[config.mk]
export PLATFORM = sky130hd
export DESIGN_NAME = scanseq_top
export DESIGN_NICKNAME = d
export VERILOG_FILES = /design/src/rtl/scanseq_pkg.sv /design/src/rtl/scanseq_ctrl.sv /design/src/rtl/scanseq_check.sv /design/src/rtl/scanseq_clkcount.sv /design/src/rtl/scanseq_top.sv
export SDC_FILE = /design/constraint.sdc
export NUM_CORES = 1
export LEC_CHECK = 0
export ABC_CLOCK_PERIOD_IN_PS = 2100
export BUFFER_PORTS_ARGS = -buffer_cell sky130_fd_sc_hd__buf_2
export CORE_MARGIN = 4
export CORE_UTILIZATION = 45
export CTS_CLUSTER_DIAMETER = 40
export DETAILED_ROUTE_END_ITERATION = 16
export GPL_TIMING_DRIVEN = 0
export PLACE_DENSITY_LB_ADDON = 0.2
export SLEW_MARGIN = 20
export SYNTH_ARGS = -nofsm -noshare
export SYNTH_HDL_FRONTEND = slang
export SYNTH_SLANG_ARGS = --single-unit
[constraint.sdc]
create_clock -name clk -period 2.1 [get_ports clk]
set_input_delay 0.21 -clock clk [delete_from_list [all_inputs] [get_ports clk]]
set_output_delay 0.21 -clock clk [all_outputs]
set_load 0.005 [all_outputs]
[src/rtl/scanseq_pkg.sv]
package scanseq_pkg;

    typedef enum logic [2:0] {
        ST_WAIT   = 3'd0,
        ST_SHIFT  = 3'd1,
        ST_CAPT   = 3'd2,
        ST_UNLOAD = 3'd3,
        ST_HALT   = 3'd4
    } seq_state_e;

endpackage

[src/rtl/scanseq_ctrl.sv]
module scanseq_ctrl
    import scanseq_pkg::*;
#(
    parameter int NUM_PI    = 4,
    parameter int NUM_PO    = 3,
    parameter int NUM_SFF   = 8,
    parameter int VEC_COUNT = 6
) (
    input  logic               clk,
    input  logic               rst_n,
    input  logic               vec_valid_i,
    output logic               vec_ready_o,
    input  logic [NUM_PI-1:0]  vec_pi_i,
    input  logic [NUM_SFF-1:0] vec_ps_i,
    input  logic [NUM_PO-1:0]  vec_exp_po_i,
    input  logic [NUM_SFF-1:0] vec_exp_ns_i,
    output logic               chain_ce_o,
    output logic               chain_shift_o,
    output logic               chain_si_o,
    output logic [NUM_PI-1:0]  chain_pi_o,
    output logic [NUM_PO-1:0]  exp_po_o,
    output logic               exp_bit_o,
    output logic               cap_o,
    output logic               cmp_o,
    output logic               last_o,
    output logic               halt_o
);

    localparam int IW = (NUM_SFF > 1) ? $clog2(NUM_SFF) : 1;
    localparam int VW = $clog2(VEC_COUNT + 1);
    localparam logic [IW-1:0] TOP_IDX  = IW'(NUM_SFF - 1);
    localparam logic [VW-1:0] LAST_VEC = VW'(VEC_COUNT - 1);

    typedef struct packed {
        seq_state_e         st;
        logic [IW-1:0]      idx;
        logic [VW-1:0]      nvec;
        logic [NUM_PI-1:0]  pi;
        logic [NUM_SFF-1:0] ps;
        logic [NUM_PO-1:0]  epo;
        logic [NUM_SFF-1:0] ens;
        logic [NUM_SFF-1:0] rns;
        logic               live;
    } ctrl_t;

    ctrl_t q, d;
    logic  ready, take;

    always_comb begin
        d     = q;
        ready = (q.st == ST_WAIT) || ((q.st == ST_CAPT) && (q.nvec != LAST_VEC));
        take  = vec_valid_i && ready;
        case (q.st)
            ST_WAIT: begin
                if (take) begin
                    d.st  = ST_SHIFT;
                    d.idx = TOP_IDX;
                    d.pi  = vec_pi_i;
                    d.ps  = vec_ps_i;
                    d.epo = vec_exp_po_i;
                    d.ens = vec_exp_ns_i;
                end
            end
            ST_SHIFT: begin
                if (q.idx == '0) d.st = ST_CAPT;
                else             d.idx = q.idx - 1'b1;
            end
            ST_CAPT: begin
                d.rns  = q.ens;
                d.live = 1'b1;
                d.nvec = q.nvec + 1'b1;
                if (q.nvec == LAST_VEC) begin
                    d.st  = ST_UNLOAD;
                    d.idx = TOP_IDX;
                end else if (take) begin
                    d.st  = ST_SHIFT;
                    d.idx = TOP_IDX;
                    d.pi  = vec_pi_i;
                    d.ps  = vec_ps_i;
                    d.epo = vec_exp_po_i;
                    d.ens = vec_exp_ns_i;
                end else begin
                    d.st = ST_WAIT;
                end
            end
            ST_UNLOAD: begin
                if (q.idx == '0) begin
                    d.st   = ST_HALT;
                    d.live = 1'b0;
                end else begin
                    d.idx = q.idx - 1'b1;
                end
            end
            default: d.st = ST_HALT;
        endcase
    end

    always_ff @(posedge clk or negedge rst_n) begin
        if (!rst_n) begin
            q <= '{st: ST_WAIT, default: '0};
        end else begin
            q <= d;
        end
    end

    assign vec_ready_o   = ready;
    assign chain_ce_o    = (q.st == ST_SHIFT) || (q.st == ST_CAPT) || (q.st == ST_UNLOAD);
    assign chain_shift_o = (q.st == ST_SHIFT) || (q.st == ST_UNLOAD);
    assign chain_si_o    = (q.st == ST_SHIFT) ? q.ps[q.idx] : 1'b0;
    assign chain_pi_o    = q.pi;
    assign exp_po_o      = q.epo;
    assign exp_bit_o     = q.rns[q.idx];
    assign cap_o         = (q.st == ST_CAPT);
    assign cmp_o         = chain_shift_o && q.live;
    assign last_o        = (q.idx == '0);
    assign halt_o        = (q.st == ST_HALT);

    AST_NO_READY_IN_SHIFT: assert property (@(posedge clk) disable iff (!rst_n)
        vec_ready_o |-> !(chain_ce_o && chain_shift_o));
    AST_CAPT_AFTER_SHIFT: assert property (@(posedge clk) disable iff (!rst_n)
        (chain_ce_o && !chain_shift_o) |-> $past(chain_ce_o && chain_shift_o));
    AST_PI_HELD_IN_SHIFT: assert property (@(posedge clk) disable iff (!rst_n)
        (q.st == ST_SHIFT && q.idx != TOP_IDX) |-> $stable(chain_pi_o));

endmodule

[src/rtl/scanseq_check.sv]
module scanseq_check #(
    parameter int NUM_PO    = 3,
    parameter int VEC_COUNT = 6
) (
    input  logic              clk,
    input  logic              rst_n,
    input  logic              cap_i,
    input  logic [NUM_PO-1:0] po_i,
    input  logic [NUM_PO-1:0] exp_po_i,
    input  logic              cmp_i,
    input  logic              so_i,
    input  logic              exp_bit_i,
    input  logic              last_i,
    output logic              fail_o,
    output logic [$clog2(VEC_COUNT+1)-1:0] fail_cnt_o
);

    localparam int CW = $clog2(VEC_COUNT + 1);

    typedef struct packed {
        logic          bad;
        logic          sticky;
        logic [CW-1:0] cnt;
    } chk_t;

    chk_t q, d;
    logic po_mis, bit_mis;

    always_comb begin
        d       = q;
        po_mis  = cap_i && (po_i != exp_po_i);
        bit_mis = cmp_i && (so_i != exp_bit_i);
        if (cap_i) begin
            d.bad = po_mis;
        end else if (cmp_i) begin
            d.bad = q.bad | bit_mis;
            if (last_i && (q.bad || bit_mis)) d.cnt = q.cnt + 1'b1;
        end
        if (po_mis || bit_mis) d.sticky = 1'b1;
    end

    always_ff @(posedge clk or negedge rst_n) begin
        if (!rst_n) q <= '0;
        else        q <= d;
    end

    assign fail_o     = q.sticky;
    assign fail_cnt_o = q.cnt;

    AST_STICKY_KEEPS: assert property (@(posedge clk) disable iff (!rst_n)
        fail_o |=> fail_o);
    AST_COUNT_STEP: assert property (@(posedge clk) disable iff (!rst_n)
        (fail_cnt_o != $past(fail_cnt_o)) |-> (fail_cnt_o == $past(fail_cnt_o) + 1'b1));
    AST_COUNT_NEEDS_FLAG: assert property (@(posedge clk) disable iff (!rst_n)
        (fail_cnt_o != '0) |-> fail_o);

endmodule

[src/rtl/scanseq_clkcount.sv]
module scanseq_clkcount #(
    parameter int NUM_SFF   = 8,
    parameter int VEC_COUNT = 6
) (
    input  logic clk,
    input  logic rst_n,
    input  logic ce_i,
    output logic done_o
);

    localparam int TOTAL = (VEC_COUNT + 1) * NUM_SFF + VEC_COUNT;
    localparam int TW    = $clog2(TOTAL + 1);

    typedef struct packed {
        logic [TW-1:0] cnt;
        logic          done;
    } cc_t;

    cc_t q, d;

    always_comb begin
        d      = q;
        d.done = ce_i && (q.cnt == TW'(TOTAL - 1));
        if (ce_i) d.cnt = q.cnt + 1'b1;
    end

    always_ff @(posedge clk or negedge rst_n) begin
        if (!rst_n) q <= '0;
        else        q <= d;
    end

    assign done_o = q.done;

    AST_CLK_BOUND: assert property (@(posedge clk) disable iff (!rst_n)
        q.cnt <= TW'(TOTAL));
    AST_NO_CE_PAST_TOTAL: assert property (@(posedge clk) disable iff (!rst_n)
        (q.cnt == TW'(TOTAL)) |-> !ce_i);

endmodule

[src/rtl/scanseq_top.sv]
module scanseq_top #(
    parameter int NUM_PI    = 4,
    parameter int NUM_PO    = 3,
    parameter int NUM_SFF   = 8,
    parameter int VEC_COUNT = 6
) (
    input  logic               clk,
    input  logic               rst_n,
    input  logic               vec_valid,
    output logic               vec_ready,
    input  logic [NUM_PI-1:0]  vec_pi,
    input  logic [NUM_SFF-1:0] vec_ps,
    input  logic [NUM_PO-1:0]  vec_exp_po,
    input  logic [NUM_SFF-1:0] vec_exp_ns,
    output logic               scan_ce,
    output logic               scan_mode,
    output logic               scan_in,
    output logic [NUM_PI-1:0]  core_pi,
    input  logic               scan_out,
    input  logic [NUM_PO-1:0]  core_po,
    output logic               fail_flag,
    output logic [$clog2(VEC_COUNT+1)-1:0] fail_count,
    output logic               done
);

    logic [NUM_PO-1:0] exp_po;
    logic exp_bit, cap, cmp, last, halt;

    scanseq_ctrl #(
        .NUM_PI(NUM_PI), .NUM_PO(NUM_PO), .NUM_SFF(NUM_SFF), .VEC_COUNT(VEC_COUNT)
    ) u_ctrl (
        .clk(clk), .rst_n(rst_n),
        .vec_valid_i(vec_valid), .vec_ready_o(vec_ready),
        .vec_pi_i(vec_pi), .vec_ps_i(vec_ps),
        .vec_exp_po_i(vec_exp_po), .vec_exp_ns_i(vec_exp_ns),
        .chain_ce_o(scan_ce), .chain_shift_o(scan_mode), .chain_si_o(scan_in),
        .chain_pi_o(core_pi), .exp_po_o(exp_po), .exp_bit_o(exp_bit),
        .cap_o(cap), .cmp_o(cmp), .last_o(last), .halt_o(halt)
    );

    scanseq_check #(
        .NUM_PO(NUM_PO), .VEC_COUNT(VEC_COUNT)
    ) u_check (
        .clk(clk), .rst_n(rst_n),
        .cap_i(cap), .po_i(core_po), .exp_po_i(exp_po),
        .cmp_i(cmp), .so_i(scan_out), .exp_bit_i(exp_bit), .last_i(last),
        .fail_o(fail_flag), .fail_cnt_o(fail_count)
    );

    scanseq_clkcount #(
        .NUM_SFF(NUM_SFF), .VEC_COUNT(VEC_COUNT)
    ) u_clkcount (
        .clk(clk), .rst_n(rst_n), .ce_i(scan_ce), .done_o(done)
    );

    AST_DONE_HALTED: assert property (@(posedge clk) disable iff (!rst_n)
        done |-> (halt && !scan_ce && !vec_ready));
    AST_HALT_NO_ACCEPT: assert property (@(posedge clk) disable iff (!rst_n)
        halt |-> !vec_ready);

endmodule

* Yosys cells after proc, flatten, opt, wreduce, memory -nomap -nowiden
Index checks and enable logic that the tools add are counted.
Storage, ports and cells: word-level logic and storage cells 81, register bits 53, input bits 30
Cells by class: $lt $le $gt $ge 1, $add $sub $neg 4, eq/ne operators 14, muxes and demuxes 21, reductions and logical operators 25, bitwise gates (word level) 2
Operator list (count):
- 23-bit two-way mux | 2
- 23-bit one-hot mux with 2 select lines | 1
- 3-bit two-way mux | 4
- 3-bit one-hot mux with 4 select lines | 1
- 3-bit one-hot mux with 3 select lines | 1
- 1-bit logical AND | 7
- 1-bit two-way mux | 7
- 3-bit by 1-bit adder with 3-bit output (second input constant) | 2
- 6-bit by 1-bit adder with 6-bit output (second input constant) | 1
- 1-bit binary-select mux with 3-bit select | 2
- 3-bit by 2-bit == test with 1-bit output (second input constant) | 2
- 6-bit == test (second input constant) | 1
- 3-bit zero test | 2
- 1-bit logical OR | 6
- 6-bit two-way mux | 1
- 2-bit by 1-bit inequality test with 1-bit output (second input constant) | 3
- 3-bit inequality test (second input constant) | 2
- 3-bit AND reduction | 2
- 2-bit nonzero test | 3
- 5-bit two-way mux | 1
- 3-bit by 4-bit less-than comparator with 1-bit output (second input constant) | 1
- 2-bit inequality test (second input constant) | 2
- 2-bit AND reduction | 2
- 4-bit AND reduction | 1
- other kinds (10) | 10

* Depth between registers and ports, before layout
depth after elaboration 7, depth in mapped cells 8, gate-level depth less buffers 6

* Cells and area by module
A second synthesis with hierarchy kept.
Unflattened totals: cells, all modules 208, area total of the unflattened synthesis 2613.8 um2
Modules (own cells, without submodules):
- scanseq_ctrl | times used 1, sequential area each 1026.0 um2, area each 2010.7 um2, cells an instance 157
- scanseq_clkcount | times used 1, sequential area each 175.2 um2, area each 307.8 um2, cells an instance 26
- scanseq_check | times used 1, sequential area each 125.1 um2, area each 295.3 um2, cells an instance 25

* Least setup slack after synthesis
Ideal clock, no wire load.
path kind register -> register, start point reg u_ctrl.q[35] (netlist bit), end point reg u_check.q (netlist bit u_check.fail_cnt_o[1]), cell stages (with the launch flop) 6, setup time 0.080 ns, slack 0.304 ns, arrival time 1.715 ns, data required time 2.020 ns, path through dfrtp_1 -> buf_6 -> mux4_2 -> mux2i_4 -> mux2_4 -> o211ai_2
On the way: word-level cells in the longest chain between the ends 7, elaborated cells on any way between the ends 8, those cells by class 1 x eq/ne; 2 x mux; 5 x reduce/logical
RTL lines:
- start, declared | line scanseq_ctrl.sv:46 | ctrl_t q, d;
- start signal, assigned | line scanseq_ctrl.sv:100 | q <= '{st: ST_WAIT, default: '0};
- start signal, assigned | line scanseq_ctrl.sv:102 | q <= d;
- 1-bit binary-select mux with 3-bit select | line scanseq_ctrl.sv:112 | assign exp_bit_o = q.rns[q.idx];
- 1-bit two-way mux (implied by the code) | line scanseq_ctrl.sv:112
- 1-bit inequality test | line scanseq_check.sv:32 | bit_mis = cmp_i && (so_i != exp_bit_i);
- 1-bit logical AND | line scanseq_check.sv:32
- 1-bit logical OR | line scanseq_check.sv:37 | if (last_i && (q.bad || bit_mis)) d.cnt = q.cnt + 1'b1;
- 1-bit logical AND (*) | line scanseq_check.sv:37
- 3-bit AND reduction (no line) (*)
- end signal, assigned | line scanseq_check.sv:43 | if (!rst_n) q <= '0;
- end signal, assigned | line scanseq_check.sv:44 | else q <= d;
- end, declared | line scanseq_check.sv:26 | chk_t q, d;
Mark *: on every way between the ends. The rest lies on a longest branch, timed or not. The select of a mux whose other input is x is not followed. A chain may end at the register's enable or synchronous reset.

* Worst setup path after layout
start point reg u_ctrl.q[35] (netlist bit), end point out scan_in
On the way: word-level cells in the longest chain between the ends 3
RTL lines:
- 1-bit binary-select mux with 3-bit select | line scanseq_ctrl.sv:109 | assign chain_si_o = (q.st == ST_SHIFT) ? q.ps[q.idx] : 1'b0;
- 1-bit two-way mux (implied by the code) | line scanseq_ctrl.sv:109
- 1-bit two-way mux | line scanseq_ctrl.sv:109
- end, declared | line scanseq_top.sv:17 | output logic scan_in,
No other way between the ends. The select of a mux whose other input is x is not followed.

==> reports/metrics.cfg <==
[run_status]
status = finished clean

[timing]
number_of_setup_violations_in_the_final_report = 0
timing.final.crit_period_ps = 2020
relSlewSlack = 0.557
clock_skew_ps = 4.11
setup_total_negative_slack_ps = 0
tightest_slew_ps = 664
final-max-slew-violation-count = 0
rsz_0062_raised_after_global_routing = false
clock.fmax_mhz = 494
hold_viol_final = 0
final.period_utilization = 0.964

[yosys]
synthMostInstantiatedCell = dfrtp_1
postSynthRegisterBits = 53
synth-warning-count = 0
synth.cell_area_um2 = 2590
synth_fp_nets = 264
edff_count_synth = 0
synth_top_flop_cell = dfrtp_1
dominant_cell_type_by_area_after_synthesis = dfrtp_1
commonest_cells_in_the_synthesized_netlist = 53 x dfrtp_1, 40 x nand2_1, 24 x mux2_2
synth_sequential_area_ratio = 0.512
top_cells_by_area_synth = dfrtp_1 51%, mux2_2 10%, nand2_1 5.8%, ha_1 3.4%, xnor2_1 3.0%
ys_types = 42
synthesis.area_per_instance_um2 = 11.4
asyncSetResetFlopFracSynth = 1.00
fraction_of_post_synthesis_cell_area_in_the_top_cell_type_by_area = 0.512
syn-instance-count = 227

[clock_network]
cts.htree.levels = 2
cts_num_sinks = 53
clock_slew_seen_by_the_registers_of_the_worst_setup_and_hold_paths_ps = 100
cts_tree = done
ctsLongestPathBuffers = 2
cts-root-buf = clkbuf_8
clock_insertion_delay_at_the_later_pin_of_the_skew_report_ps = 300
tritoncts.num_buffers = 5

[floorplan]
rows = 27
core_region_area_um2 = 5540
initial_utilization = 0.468
die-area_um2 = 7040
die_height_um = 83.9
design.portCount = 43
die-width_um = 83.9

[power]
fin_total_pwr_mw = 4.32
total_leakage_power_nw = 1.41
power_density_nw_per_um2 = 1430
power.ir.vdd_worst_mv = 0.605

[flow_run]
maxCapViolCount = 0

[layout]
multi_input_area_um2 = 1130
finalInstanceArea_um2 = 3020
final_cells = 352
drive_above_1_share = 0.354
n_fill_cell = 501
fin_nets = 316
num_antenna_cells = 0
ff_latch_area_um2 = 1330
flow.area_growth_from_synthesis_pct = 16.7

[setup_path]
reg2reg_to = u_check.fail_cnt_o[1]$_DFFE_PN0P_
cp_num_buf_inv = 2
crit-reg2reg-launch = u_ctrl.q[35]$_DFFE_PN0P_
worst_ep_arrival_time_ps = 1810
path_cells = buf_6, mux4_2, mux2_2, and3_1, buf_2
crit_fanout = 4
crit_type = reg -> out
timing.critical_path.slowest_stage_cell = mux4_2
crit_cells = 5
worst_reg2reg_path_depth = 7
cp.required_ps = 1890
startpoint = u_ctrl.q[35]$_DFFE_PN0P_
slowest_delay_ps = 480
regToRegSetupSlack_ps = 100
worst_path_dominant_cell_family = multiplexers
critPathLaunchType = register
worst_setup_path_end_kind = primary output
crit_end = scan_in

[detailed_routing]
m1WireLength_um = 2110
routed_wl_um = 4500
routedWlPerCell_um = 12.8
route.met2.wl_um = 2150
firstDrtPassIters = 4
drt-vias-per-instance = 5.00
drt_iter0_markers = 91
post-route-drc-count = 0
route.vias.total = 1759
uppermost_signal_routing_layer_after_detailed_routing = met4
dr_wl_met3_um = 183
ant_nets = 0

[min_path]
worst_hold_start = vec_exp_ns[3]
timing.hold.worst.class = in -> reg

[grt]
grt_remaining_overflow = 0
maximum_number_of_pins_on_one_net_before_global_route_repair = 54
wire_length_of_the_first_global_routing_pass_um = 8280
number_of_antenna_violations_at_the_first_check_in_global_routing = 0
grtUsageTotal = 0.142
grt_pass1_vias = 1819

[place]
port-buffer-count = 41
detailed_placement_wirelength_estimate_um = 3120
finalWeightedCongestion = 0.732
place_inst = 340
placed_cell_area_um2 = 2890

[power breakdown]
part,switching [mW],internal (mW)
combinational,0.786,1.08
sequential,0.349,1.51
clock,0.335,0.268
[how the worst min path moves through the flow]
stage | endpoint | slack [ps] | cells after the start
after floorplan | u_check.fail_cnt_o[0]$_DFFE_PN0P_ | -90 | 0
after global placement | u_ctrl.chain_pi_o[1]$_DFFE_PN0P_ | 440 | 2
after detailed placement | u_ctrl.q[11]$_DFFE_PN0P_ | 300 | 1
after CTS | u_ctrl.q[11]$_DFFE_PN0P_ | 120 | 2
after global routing | u_ctrl.q[14]$_DFFE_PN0P_ | 110 | 2
final | u_ctrl.q[12]$_DFFE_PN0P_ | 130 | 2
[through the flow]
step                       util  worst slack (ps)  hold slack [ps]
after floorplan               -               304            -85.6
final                     0.546              75.7              128
after global routing      0.546              1.74              114
after CTS                 0.543              3.91              120
after detailed placement  0.521               113              299
after global placement    0.521               123              441
[worst register-to-register path, stage by stage, from the launching register on]
cell      delay, ps
dfrtp_1         350
buf_6           120
buf_4           130
mux4_2          520
mux2i_4         180
buf_12          150
mux2_4          320
o211ai_2        160
[cells in the final DEF (no fill, tap or decap), types with 2 or more instances in the layout]
cell type	instances
o21ai_0	5
mux2i_1	3
nor2b_1	2
nand3b_1	4
buf_4	10
nand2_1	40
nand4_1	4
buf_2	43
clkbuf_1	6
xnor2_1	9
xor2_1	2
ha_1	7
nor4_1	2
nor2_1	13
mux2_2	24
dfrtp_1	53
o211ai_2	2
nor3b_1	2
mux4_2	4
o21ai_1	2
clkbuf_8	6
inv_1	6
nor3_1	2
a311oi_1	2
a21oi_1	6
[kinds of logic (layout without fill, tap and decap cells)]
family,after synthesis,in the layout,share of synthesized area
AND/OR/NAND/NOR,76,76,0.139
flip-flops,53,53,0.512
adder cells (fa/ha/maj),7,7,0.0338
multiplexers,34,34,0.172
AO/OA/AOI/OAI,22,22,0.0570
buffers and inverters,24,77,0.0492
XOR/XNOR,11,11,0.0372
[flip-flops by register name (all words and copies together), names as in the netlist]
| name | flops |
|---|---|
| u_check.q | 1 |
| u_ctrl.chain_pi_o | 4 |
| u_check.fail_cnt_o | 3 |
| u_check.fail_o | 1 |
| u_ctrl.exp_po_o | 3 |
| u_clkcount.done_o | 1 |
| u_ctrl.q | 34 |
| u_clkcount.q | 6 |
[layout make-up]
| cell class | instances | area share |
|---|---|---|
| Sequential cell | 53 | 0.439 |
| Clock inverter | 2 | 0.00455 |
| Tap cell | 72 | 0.0298 |
| Multi-Input combinational cell | 150 | 0.374 |
| Clock buffer | 6 | 0.0273 |
| Timing Repair Buffer | 45 | 0.0836 |
| Inverter | 6 | 0.00745 |
| Buffer | 18 | 0.0348 |
[timing repair]
action,CTS,global route
endpoints found under the hold margin,53,0
setup buffers,2,1
hold buffers,1,0
gates resized for setup,0,2
pin swaps,0,0
endpoints found under the setup margin,1,3
[metal layers]
layer | vias to the layer above | global-route usage
met5 | - | 0
met4 | 0 | 0.0351
met3 | 4 | 0.0346
met2 | 28 | 0.234
met1 | 853 | 0.189
li1 | 874 | -
No activity file was read; power rests on OpenSTA's default activity.
